File: src/rtl/line_trig_pkg.sv
package line_trig_pkg;

    localparam int LINES_DEF  = 19;
    localparam int DATA_W_DEF = 32;
    localparam int ADDR_W_DEF = 8;

    localparam logic [31:0] OFF_IMASK = 32'h00;
    localparam logic [31:0] OFF_EMASK = 32'h04;
    localparam logic [31:0] OFF_RSEL  = 32'h08;
    localparam logic [31:0] OFF_FSEL  = 32'h0C;
    localparam logic [31:0] OFF_PEND  = 32'h14;

    typedef enum logic [2:0] {
        SEL_IMASK,
        SEL_EMASK,
        SEL_RSEL,
        SEL_FSEL,
        SEL_PEND,
        SEL_NONE
    } reg_sel_e;

    function automatic reg_sel_e decode_offset(input logic [31:0] off);
        case (off)
            OFF_IMASK: return SEL_IMASK;
            OFF_EMASK: return SEL_EMASK;
            OFF_RSEL:  return SEL_RSEL;
            OFF_FSEL:  return SEL_FSEL;
            OFF_PEND:  return SEL_PEND;
            default:   return SEL_NONE;
        endcase
    endfunction

endpackage

File: src/rtl/line_sync_edge.sv
module line_sync_edge #(
    parameter int NUM_LINES   = 19,
    parameter int SYNC_STAGES = 2
) (
    input  logic                 clk,
    input  logic                 rst,
    input  logic [NUM_LINES-1:0] lines_in,
    output logic [NUM_LINES-1:0] rise_vec,
    output logic [NUM_LINES-1:0] fall_vec
);
    localparam int LAST = SYNC_STAGES - 1;

    logic [NUM_LINES-1:0] stage_q [SYNC_STAGES];
    logic [NUM_LINES-1:0] prev_q;

    for (genvar s = 0; s < SYNC_STAGES; s++) begin : g_stage
        if (s == 0) begin : g_first
            always_ff @(posedge clk) begin
                if (rst) stage_q[s] <= '0;
                else     stage_q[s] <= lines_in;
            end
        end else begin : g_next
            always_ff @(posedge clk) begin
                if (rst) stage_q[s] <= '0;
                else     stage_q[s] <= stage_q[s-1];
            end
        end
    end

    always_ff @(posedge clk) begin
        if (rst) prev_q <= '0;
        else     prev_q <= stage_q[LAST];
    end

    always_comb begin
        rise_vec = stage_q[LAST] & ~prev_q;
        fall_vec = ~stage_q[LAST] & prev_q;
    end

endmodule

File: src/rtl/trig_regs.sv
module trig_regs
    import line_trig_pkg::*;
#(
    parameter int NUM_LINES = 19,
    parameter int DATA_W    = 32,
    parameter int ADDR_W    = 8
) (
    input  logic                 clk,
    input  logic                 rst,
    input  logic                 bus_wr,
    input  logic                 bus_rd,
    input  logic [ADDR_W-1:0]    bus_addr,
    input  logic [DATA_W-1:0]    bus_wdata,
    input  logic [NUM_LINES-1:0] pend,
    output logic [NUM_LINES-1:0] imask,
    output logic [NUM_LINES-1:0] emask,
    output logic [NUM_LINES-1:0] rsel,
    output logic [NUM_LINES-1:0] fsel,
    output logic                 wr_rsel,
    output logic                 wr_fsel,
    output logic [NUM_LINES-1:0] clr_mask,
    output logic [DATA_W-1:0]    bus_rdata
);
    reg_sel_e             sel;
    logic [NUM_LINES-1:0] wfield;
    logic [DATA_W-1:0]    rd_mux;
    logic                 unused_hi;

    assign sel       = decode_offset(32'(bus_addr));
    assign wfield    = bus_wdata[NUM_LINES-1:0];
    assign unused_hi = ^bus_wdata[DATA_W-1:NUM_LINES];

    assign wr_rsel  = bus_wr && (sel == SEL_RSEL);
    assign wr_fsel  = bus_wr && (sel == SEL_FSEL);
    assign clr_mask = (bus_wr && (sel == SEL_PEND)) ? wfield : '0;

    always_ff @(posedge clk) begin
        if (rst) begin
            imask <= '0;
            emask <= '0;
            rsel  <= '0;
            fsel  <= '0;
        end else if (bus_wr) begin
            case (sel)
                SEL_IMASK: imask <= wfield;
                SEL_EMASK: emask <= wfield;
                SEL_RSEL:  rsel  <= wfield;
                SEL_FSEL:  fsel  <= wfield;
                default: ;
            endcase
        end
    end

    always_comb begin
        case (sel)
            SEL_IMASK: rd_mux = DATA_W'(imask);
            SEL_EMASK: rd_mux = DATA_W'(emask);
            SEL_RSEL:  rd_mux = DATA_W'(rsel);
            SEL_FSEL:  rd_mux = DATA_W'(fsel);
            SEL_PEND:  rd_mux = DATA_W'(pend);
            default:   rd_mux = '0;
        endcase
    end

    always_ff @(posedge clk) begin
        if (rst)         bus_rdata <= '0;
        else if (bus_rd) bus_rdata <= rd_mux;
    end

endmodule

File: src/rtl/trig_pend.sv
module trig_pend #(
    parameter int NUM_LINES = 19
) (
    input  logic                 clk,
    input  logic                 rst,
    input  logic [NUM_LINES-1:0] rise_vec,
    input  logic [NUM_LINES-1:0] fall_vec,
    input  logic [NUM_LINES-1:0] rsel,
    input  logic [NUM_LINES-1:0] fsel,
    input  logic [NUM_LINES-1:0] imask,
    input  logic [NUM_LINES-1:0] emask,
    input  logic                 wr_rsel,
    input  logic                 wr_fsel,
    input  logic [NUM_LINES-1:0] clr_mask,
    output logic [NUM_LINES-1:0] pend,
    output logic [NUM_LINES-1:0] irq_out,
    output logic [NUM_LINES-1:0] evt_out
);
    logic [NUM_LINES-1:0] rise_ok;
    logic [NUM_LINES-1:0] fall_ok;
    logic [NUM_LINES-1:0] trig;

    assign rise_ok = wr_rsel ? '0 : (rise_vec & rsel);
    assign fall_ok = wr_fsel ? '0 : (fall_vec & fsel);
    assign trig    = rise_ok | fall_ok;

    always_ff @(posedge clk) begin
        if (rst) begin
            pend    <= '0;
            evt_out <= '0;
        end else begin
            pend    <= (pend & ~clr_mask) | (trig & imask);
            evt_out <= trig & emask;
        end
    end

    assign irq_out = pend & imask;

endmodule

File: src/rtl/line_trig_ctrl.sv
module line_trig_ctrl
    import line_trig_pkg::*;
#(
    parameter int NUM_LINES   = LINES_DEF,
    parameter int DATA_W      = DATA_W_DEF,
    parameter int ADDR_W      = ADDR_W_DEF,
    parameter int SYNC_STAGES = 2
) (
    input  logic                 clk,
    input  logic                 rst,
    input  logic                 bus_wr,
    input  logic                 bus_rd,
    input  logic [ADDR_W-1:0]    bus_addr,
    input  logic [DATA_W-1:0]    bus_wdata,
    output logic [DATA_W-1:0]    bus_rdata,
    input  logic [NUM_LINES-1:0] lines_in,
    output logic [NUM_LINES-1:0] irq_out,
    output logic [NUM_LINES-1:0] evt_out
);
    logic [NUM_LINES-1:0] rise_vec, fall_vec;
    logic [NUM_LINES-1:0] imask, emask, rsel, fsel, pend, clr_mask;
    logic                 wr_rsel, wr_fsel;

    line_sync_edge #(
        .NUM_LINES  (NUM_LINES),
        .SYNC_STAGES(SYNC_STAGES)
    ) u_sync (
        .clk     (clk),
        .rst     (rst),
        .lines_in(lines_in),
        .rise_vec(rise_vec),
        .fall_vec(fall_vec)
    );

    trig_regs #(
        .NUM_LINES(NUM_LINES),
        .DATA_W   (DATA_W),
        .ADDR_W   (ADDR_W)
    ) u_regs (
        .clk      (clk),
        .rst      (rst),
        .bus_wr   (bus_wr),
        .bus_rd   (bus_rd),
        .bus_addr (bus_addr),
        .bus_wdata(bus_wdata),
        .pend     (pend),
        .imask    (imask),
        .emask    (emask),
        .rsel     (rsel),
        .fsel     (fsel),
        .wr_rsel  (wr_rsel),
        .wr_fsel  (wr_fsel),
        .clr_mask (clr_mask),
        .bus_rdata(bus_rdata)
    );

    trig_pend #(
        .NUM_LINES(NUM_LINES)
    ) u_pend (
        .clk     (clk),
        .rst     (rst),
        .rise_vec(rise_vec),
        .fall_vec(fall_vec),
        .rsel    (rsel),
        .fsel    (fsel),
        .imask   (imask),
        .emask   (emask),
        .wr_rsel (wr_rsel),
        .wr_fsel (wr_fsel),
        .clr_mask(clr_mask),
        .pend    (pend),
        .irq_out (irq_out),
        .evt_out (evt_out)
    );

endmodule

File: config.mk
export PLATFORM = sky130hd
export DESIGN_NAME = line_trig_ctrl
export DESIGN_NICKNAME = d
export VERILOG_FILES = /design/src/rtl/line_trig_pkg.sv /design/src/rtl/line_sync_edge.sv /design/src/rtl/trig_regs.sv /design/src/rtl/trig_pend.sv /design/src/rtl/line_trig_ctrl.sv
export SDC_FILE = /design/constraint.sdc
export NUM_CORES = 1
export LEC_CHECK = 0
export BUFFER_PORTS_ARGS = -buffer_cell sky130_fd_sc_hd__buf_2
export CORE_AREA = 3 3 127 129
export CTS_CLUSTER_SIZE = 8
export DETAILED_ROUTE_END_ITERATION = 12
export DIE_AREA = 0 0 130 132
export PLACE_DENSITY = 0.88
export SYNTH_ARGS = -nofsm -noshare
export SYNTH_HDL_FRONTEND = slang
export SYNTH_HIERARCHICAL = 1
export SYNTH_SLANG_ARGS = --single-unit
File: constraint.sdc
create_clock -name clk -period 2.3 [get_ports clk]
set_clock_uncertainty 0.05 [all_clocks]
set_input_delay 0.23 -clock clk [delete_from_list [all_inputs] [get_ports clk]]
set_output_delay 0.23 -clock clk [all_outputs]
set_load 0.05 [all_outputs]
Yosys cells after proc, flatten, opt, wreduce, memory -nomap -nowiden
Memory sizes are Yosys's and may differ from the RTL's.
Index checks and enable logic that the tools add are counted.
- register bits: 165
- bits in latches: 0
- memory bits (writable): 38
- ROM bits: 0
- input bits: 63
- output and inout bits: 70
- logic and storage cells: 51
- memories: 1
- add/subtract/negate cells: 0
- multipliers: 0
- div/mod/pow operators: 0
- magnitude comparators: 0
- equality and inequality tests: 8
- shifts and indexed selects: 0
- mux-type cells: 10
- bitwise logic cells: 15
- reductions and logical operators: 9
- memory list (name ; words ; width ; rd ports ; clocked after memory_dff ; wr ports ; line ; RTL):
    u_sync.stage_q ; 2 ; 19 ; 2 ; 0 ; 2 ; line_sync_edge.sv:13 ; logic [NUM_LINES-1:0] stage_q [SYNC_STAGES];
- operators by type and width (kind ; number):
    19-bit AND ; 8
    19-bit two-way mux ; 5
    19-bit one-hot mux with 5 select lines ; 1
    19-bit inverter ; 3
    19-bit bitwise OR ; 2
    8-bit by 4-bit == test with 1-bit output, second input constant ; 2
    3-bit one-hot mux with 5 select lines ; 1
    8-bit by 3-bit == test with 1-bit output, second input constant ; 1
    8-bit by 5-bit == test with 1-bit output, second input constant ; 1
    8-bit logical NOT ; 1
    2-bit AND reduction ; 4
    3-bit by 2-bit == test with 1-bit output, second input constant ; 2
    3-bit by 1-bit == test with 1-bit output, second input constant ; 1
    3-bit == test, second input constant ; 1
    1-bit logical AND ; 3
    3-bit logical NOT ; 1
    1-bit two-way mux ; 3
    1-bit bitwise OR ; 2

Depth between registers and ports, before layout
- depth in word-level cells: 8
- depth in mapped cells: 9

Cells and area by module
Netlist, hierarchy kept.
- modules (own cells, without submodules) (module ; instances ; cells an instance ; area an instance (µm²)):
    trig_regs ; 1 ; 524 ; 4689.5
    trig_pend ; 1 ; 200 ; 1831.8
    line_sync_edge ; 1 ; 158 ; 1790.5

Worst setup path after synthesis
No wires, ideal clock.
- kind: input port to flip-flop
- from: input port bus_addr[1]
- to: register u_pend.pend[0]
- data arrival time: 1.825 ns
- data required time: 2.127 ns
- setup slack: 0.302 ns
- stages on the path: 7
- cell sequence: or4_4 nor4_2 buf_4 buf_4 buf_4 o22a_2 o32ai_1
- cells in the longest elaborated chain, start to end: 8
- elaborated cells between the ends (all ways): 20
- classes of those cells: eq/ne (7); mux (4); bitwise (5); reduce/logical (4)
- ends and longest elaborated chain (item ; line ; RTL):
    from (decl) ; line_trig_ctrl.sv:13 ; input logic [ADDR_W-1:0] bus_addr,
    8-bit by 5-bit == test with 1-bit output (tied with other cells) ; line_trig_pkg.sv:23 ; case (off)
    3-bit one-hot mux with 5 select lines * ; line_trig_pkg.sv:23 ;
    3-bit by 2-bit == test with 1-bit output * ; trig_regs.sv:33 ; assign wr_rsel = bus_wr && (sel == SEL_RSEL);
    1-bit logical AND * ; trig_regs.sv:33 ;
    named net wr_rsel ; line_trig_ctrl.sv:22 ; logic wr_rsel, wr_fsel;
    19-bit two-way mux * ; trig_pend.sv:23 ; assign rise_ok = wr_rsel ? '0 : (rise_vec & rsel);
    19-bit bitwise OR * ; trig_pend.sv:25 ; assign trig = rise_ok | fall_ok;
    19-bit AND * ; trig_pend.sv:32 ; pend <= (pend & ~clr_mask) | (trig & imask);
    19-bit bitwise OR * ; trig_pend.sv:32 ;
    to (signal assigned) ; trig_pend.sv:32 ;
    to (decl) ; trig_pend.sv:15 ; output logic [NUM_LINES-1:0] pend,
Mark *: on every way through the listed nets, which the timed path passes. The rest lies on a longest branch.
A chain may end at the register's enable or synchronous reset.

Worst setup path after layout
- from: input port bus_addr[1]
- to: register u_pend.pend[16]
- cells in the longest elaborated chain, start to end: 8
- elaborated cells between the ends (all ways): 20
- classes of those cells: eq/ne (7); mux (4); bitwise (5); reduce/logical (4)
- ends and longest elaborated chain (item ; line ; RTL):
    8-bit by 5-bit == test with 1-bit output (tied with other cells) ; line_trig_pkg.sv:23 ;
    3-bit one-hot mux with 5 select lines * ; line_trig_pkg.sv:23 ;
    3-bit == test * ; trig_regs.sv:35 ; assign clr_mask = (bus_wr && (sel == SEL_PEND)) ? wfield : '0;
    1-bit logical AND * ; trig_regs.sv:35 ;
    19-bit two-way mux * ; trig_regs.sv:35 ;
    named net clr_mask[16] ; line_trig_ctrl.sv:21 ; logic [NUM_LINES-1:0] imask, emask, rsel, fsel, pend, clr_mask;
    19-bit inverter * ; trig_pend.sv:32 ;
    19-bit AND * ; trig_pend.sv:32 ;
    19-bit bitwise OR * ; trig_pend.sv:32 ;
Marked as above.

==> key figures <==
Global routing
  • Number of global-route vias before repair: 6,351
  • Antenna violations before repair: 4
  • Total GRT Usage: 0.239
  • GR Overflow Total: 0
  • First-pass GRT wire length: approximately 33,000 um
  • Largest net degree at the start of global routing: 68

Clock tree
  • Clock slew at reported path FFs: roughly 60 ps
  • CTS tree: done
  • Total CTS buffers: 17
  • Root Buffer: clkbuf_16
  • Resized Gates After CTS: 0
  • CTS sink count: 190
  • Clock buffer depth: 2
  • Worst skew pair latency: ~430 ps
  • CTS H-tree depth: 4

Final layout
  • Most frequent cells in the layout: dfxtp_1 (190), buf_2 (105), nand2_1 (95), nor2b_1 (95), mux2i_1 (57)
  • Most common cell after layout, fill and taps aside: dfxtp_1
  • Layout area overhead: 18.2%
  • Fraction of layout cells with a size suffix above 1: 0.205
  • Post-layout util: 0.648
  • Nets: 1,050
  • Fillers: between 1,000 and 1,500

Floorplan
  • Die area: 17,200 um^2
  • Starting Density: 0.549
  • Num ports: approximately 130
  • Die height: 132 um
  • Die Wd: 130 um
  • Rows: 45
  • CORE AREA: roughly 15,000 um^2

Power and ir drop
  • Internal power: 5.47 mW
  • Worst vdd ir: 580 uV
  • Clk network pwr share: 0.461
  • Psw: 1.49 mW
  • Sequential share of power: 0.482
  • Pwr dens: 709 nW/um^2
  • Switching portion of total power: 0.214
  • Logic pwr share: 0.057
  • LEAKAGE: 3.60 nW

Yosys
  • Main combinational cell family by area after synthesis: simple AND/OR/NAND/NOR gates
  • Yosys reg bits: 190
  • Xor-xnor portion of the synthesized cell area: 0
  • Seq/Total Area, Yosys: 0.458
  • Warnings, synthesis: 6
  • Mapped Area: 8310 um^2
  • Mapped Cells: 882
  • Simple-gate share of the synthesized area: 0.229
  • Post-synthesis adder-cell area fraction: 0
  • Compound-Gate Fraction of Synth Area: 0.167
  • Yosys cell types: 38
  • Mean post-synth cell area: roughly 9.4 um^2
  • Post-synthesis mux area share: 0.0686

Timing
  • Final min period: 1770 ps
  • Final Setup Violations: 0
  • Final period util: 0.769
  • Hold Vio Cnt, Final: 0
  • RSZ-0062 raised after global routing: no
  • Max frequency: 565 MHz
  • Slew @ Worst Pin: 807 ps
  • Max_slew headroom: 0.462
  • Setup TNS: 0 ps
  • Max-slew violations: 0

Routing
  • Post-route ant nets: 0
  • Iter 0 DRT Violations: 881
  • Routed WL per cell: 17.8 um
  • Residual DRC count: 0
  • DRT Wirelength: 21,100 um
  • DRT Pass-1 Iters: 8
  • Via count: 6,844
  • Via density: 5.76

Setup path
  • Worst EP arrival: approximately 2000 ps
  • Crit-path slowest cell: and4_1
  • CP endpoint kind: flip-flop
  • Max incr delay on CP: roughly 830 ps
  • Critical path launch point type: primary input
  • Setup CP Type: in -> reg
  • CP Max Fanout: 19
  • Critical path cell sequence: buf_2 -> nor4_1 -> and4_1 -> and2_1 -> o32ai_1
  • Required time of the critical path: 2540 ps

Placement
  • DP HPWL: about 13,000 um
  • GP Congestion: 0.826
  • Port Buf Inserts: between 100 and 150

Status
  • Status: finished clean

Job
  • Max-cap viol count: 0

Hold path
  • Hold crit path type: in -> reg
-- metrics by stage --
stage	setup WS, ps	hold WS, ps	cell area [um^2]	std cells	power (mW)
floorplan	302	308	8360	894	3.66
global placement	184	373	8970	1137	3.78
detailed placement	137	374	8970	1137	3.79
CTS	597	16.1	9820	1187	7.00
global route	406	37.4	9820	1189	7.17
finish	531	32.9	9820	1189	6.96
-- logic make-up (layout without fill, tap and decap cells) --
logic type | after synthesis | count (layout)
buffers and inverters | 123 | 228
other | 1 | 15
flip-flops | 190 | 190
AO/OA/AOI/OAI | 172 | 172
multiplexers | 57 | 57
AND/OR/NAND/NOR | 339 | 339
-- cells in the mapped netlist (all sizes together) --
library cell,count,share of area
and2,39,0.029
a211oi,19,0.017
o22a,19,0.023
o21ai,1,0.00060
a222oi,19,0.023
nor2b,98,0.074
mux2i,57,0.069
o2bb2ai,19,0.020
conb,1,0.00045
nor2,39,0.018
buf,50,0.044
nor3,2,0.0032
or4,1,0.0014
dfxtp,190,0.46
nand4,20,0.015
nor4,3,0.0048
nand2,95,0.043
a31o,18,0.019
and4,2,0.0021
clkbuf,31,0.014
a22o,19,0.020
a21oi,37,0.022
a31oi,1,0.00075
o21ba,1,0.0012
o32ai,19,0.020
nor3b,19,0.023
inv,42,0.019
nand2b,19,0.014
nand3b,2,0.0018
-- path summary, 6_finish.rpt --
kind / slack (ps) / endpoint / start / depth (start not counted)
hold / removal: 30 / u_regs/fsel[6] / bus_wdata[6] / 3
hold reg to reg: 390 / u_sync/stage_q[1][12] / u_sync/stage_q[0][12] / 1
setup / recovery: 530 / u_pend/pend[16] / bus_addr[1] / 5
setup reg to reg: 1060 / u_pend/evt_out[8] / u_sync/stage_q[1][8] / 4
-- final cells by class --
class | count | area, um^2 | area share
clock inverter | 11 | 188 | 0.0191
inverter | 42 | 158 | 0.0161
multi-input combinational | 581 | 3940 | 0.401
tap | 188 | 235 | 0.0240
timing repair buffer | 155 | 1030 | 0.105
sequential | 190 | 3800 | 0.387
clock buffer | 20 | 467 | 0.0475
antenna | 2 | 5.00 | 0.000510
-- worst max-delay path: cells and delay by family --
kind	cells	cell delay, ps
AOI/OAI and AO/OA	1	100
buffers and inverters	1	100
and+or+nand+nor	3	1570
-- registers in the layout, summed over array words and instances, names as in the netlist --
name,flops
u_regs/fsel,19
u_sync/prev_q,19
u_pend/pend,19
u_sync/stage_q,38
u_pend/evt_out,19
u_regs/emask,19
u_regs/rsel,19
u_regs/imask,19
u_regs/bus_rdata,19
-- per-layer routing --
| metal | vias up | track usage | routed length [um] |
|---|---|---|---|
| li1 | 3261 | - | - |
| met1 | 3190 | 0.321 | 9020 |
| met2 | 340 | 0.371 | 9690 |
| met3 | 49 | 0.0490 | 1800 |
| met4 | 4 | 0.106 | 584 |
| met5 | - | 0 | 14 |
-- timing repair --
action | 4_1_cts | 5_1_grt
hold buffers | 19 | 0
buffers inserted | 0 | 0
hold endpoints to repair | 19 | 0
-- power groups by stage --
stage                     clock network (mW)  logic (mW)  registers (mW)
after floorplan                            0       0.246            3.42
after global placement                     0       0.359            3.42
final                                   3.21       0.397            3.35
after detailed placement                   0       0.364            3.43
after global routing                    3.39       0.422            3.36
after CTS                               3.25       0.390            3.35
(Power assumes the default switching activity.)
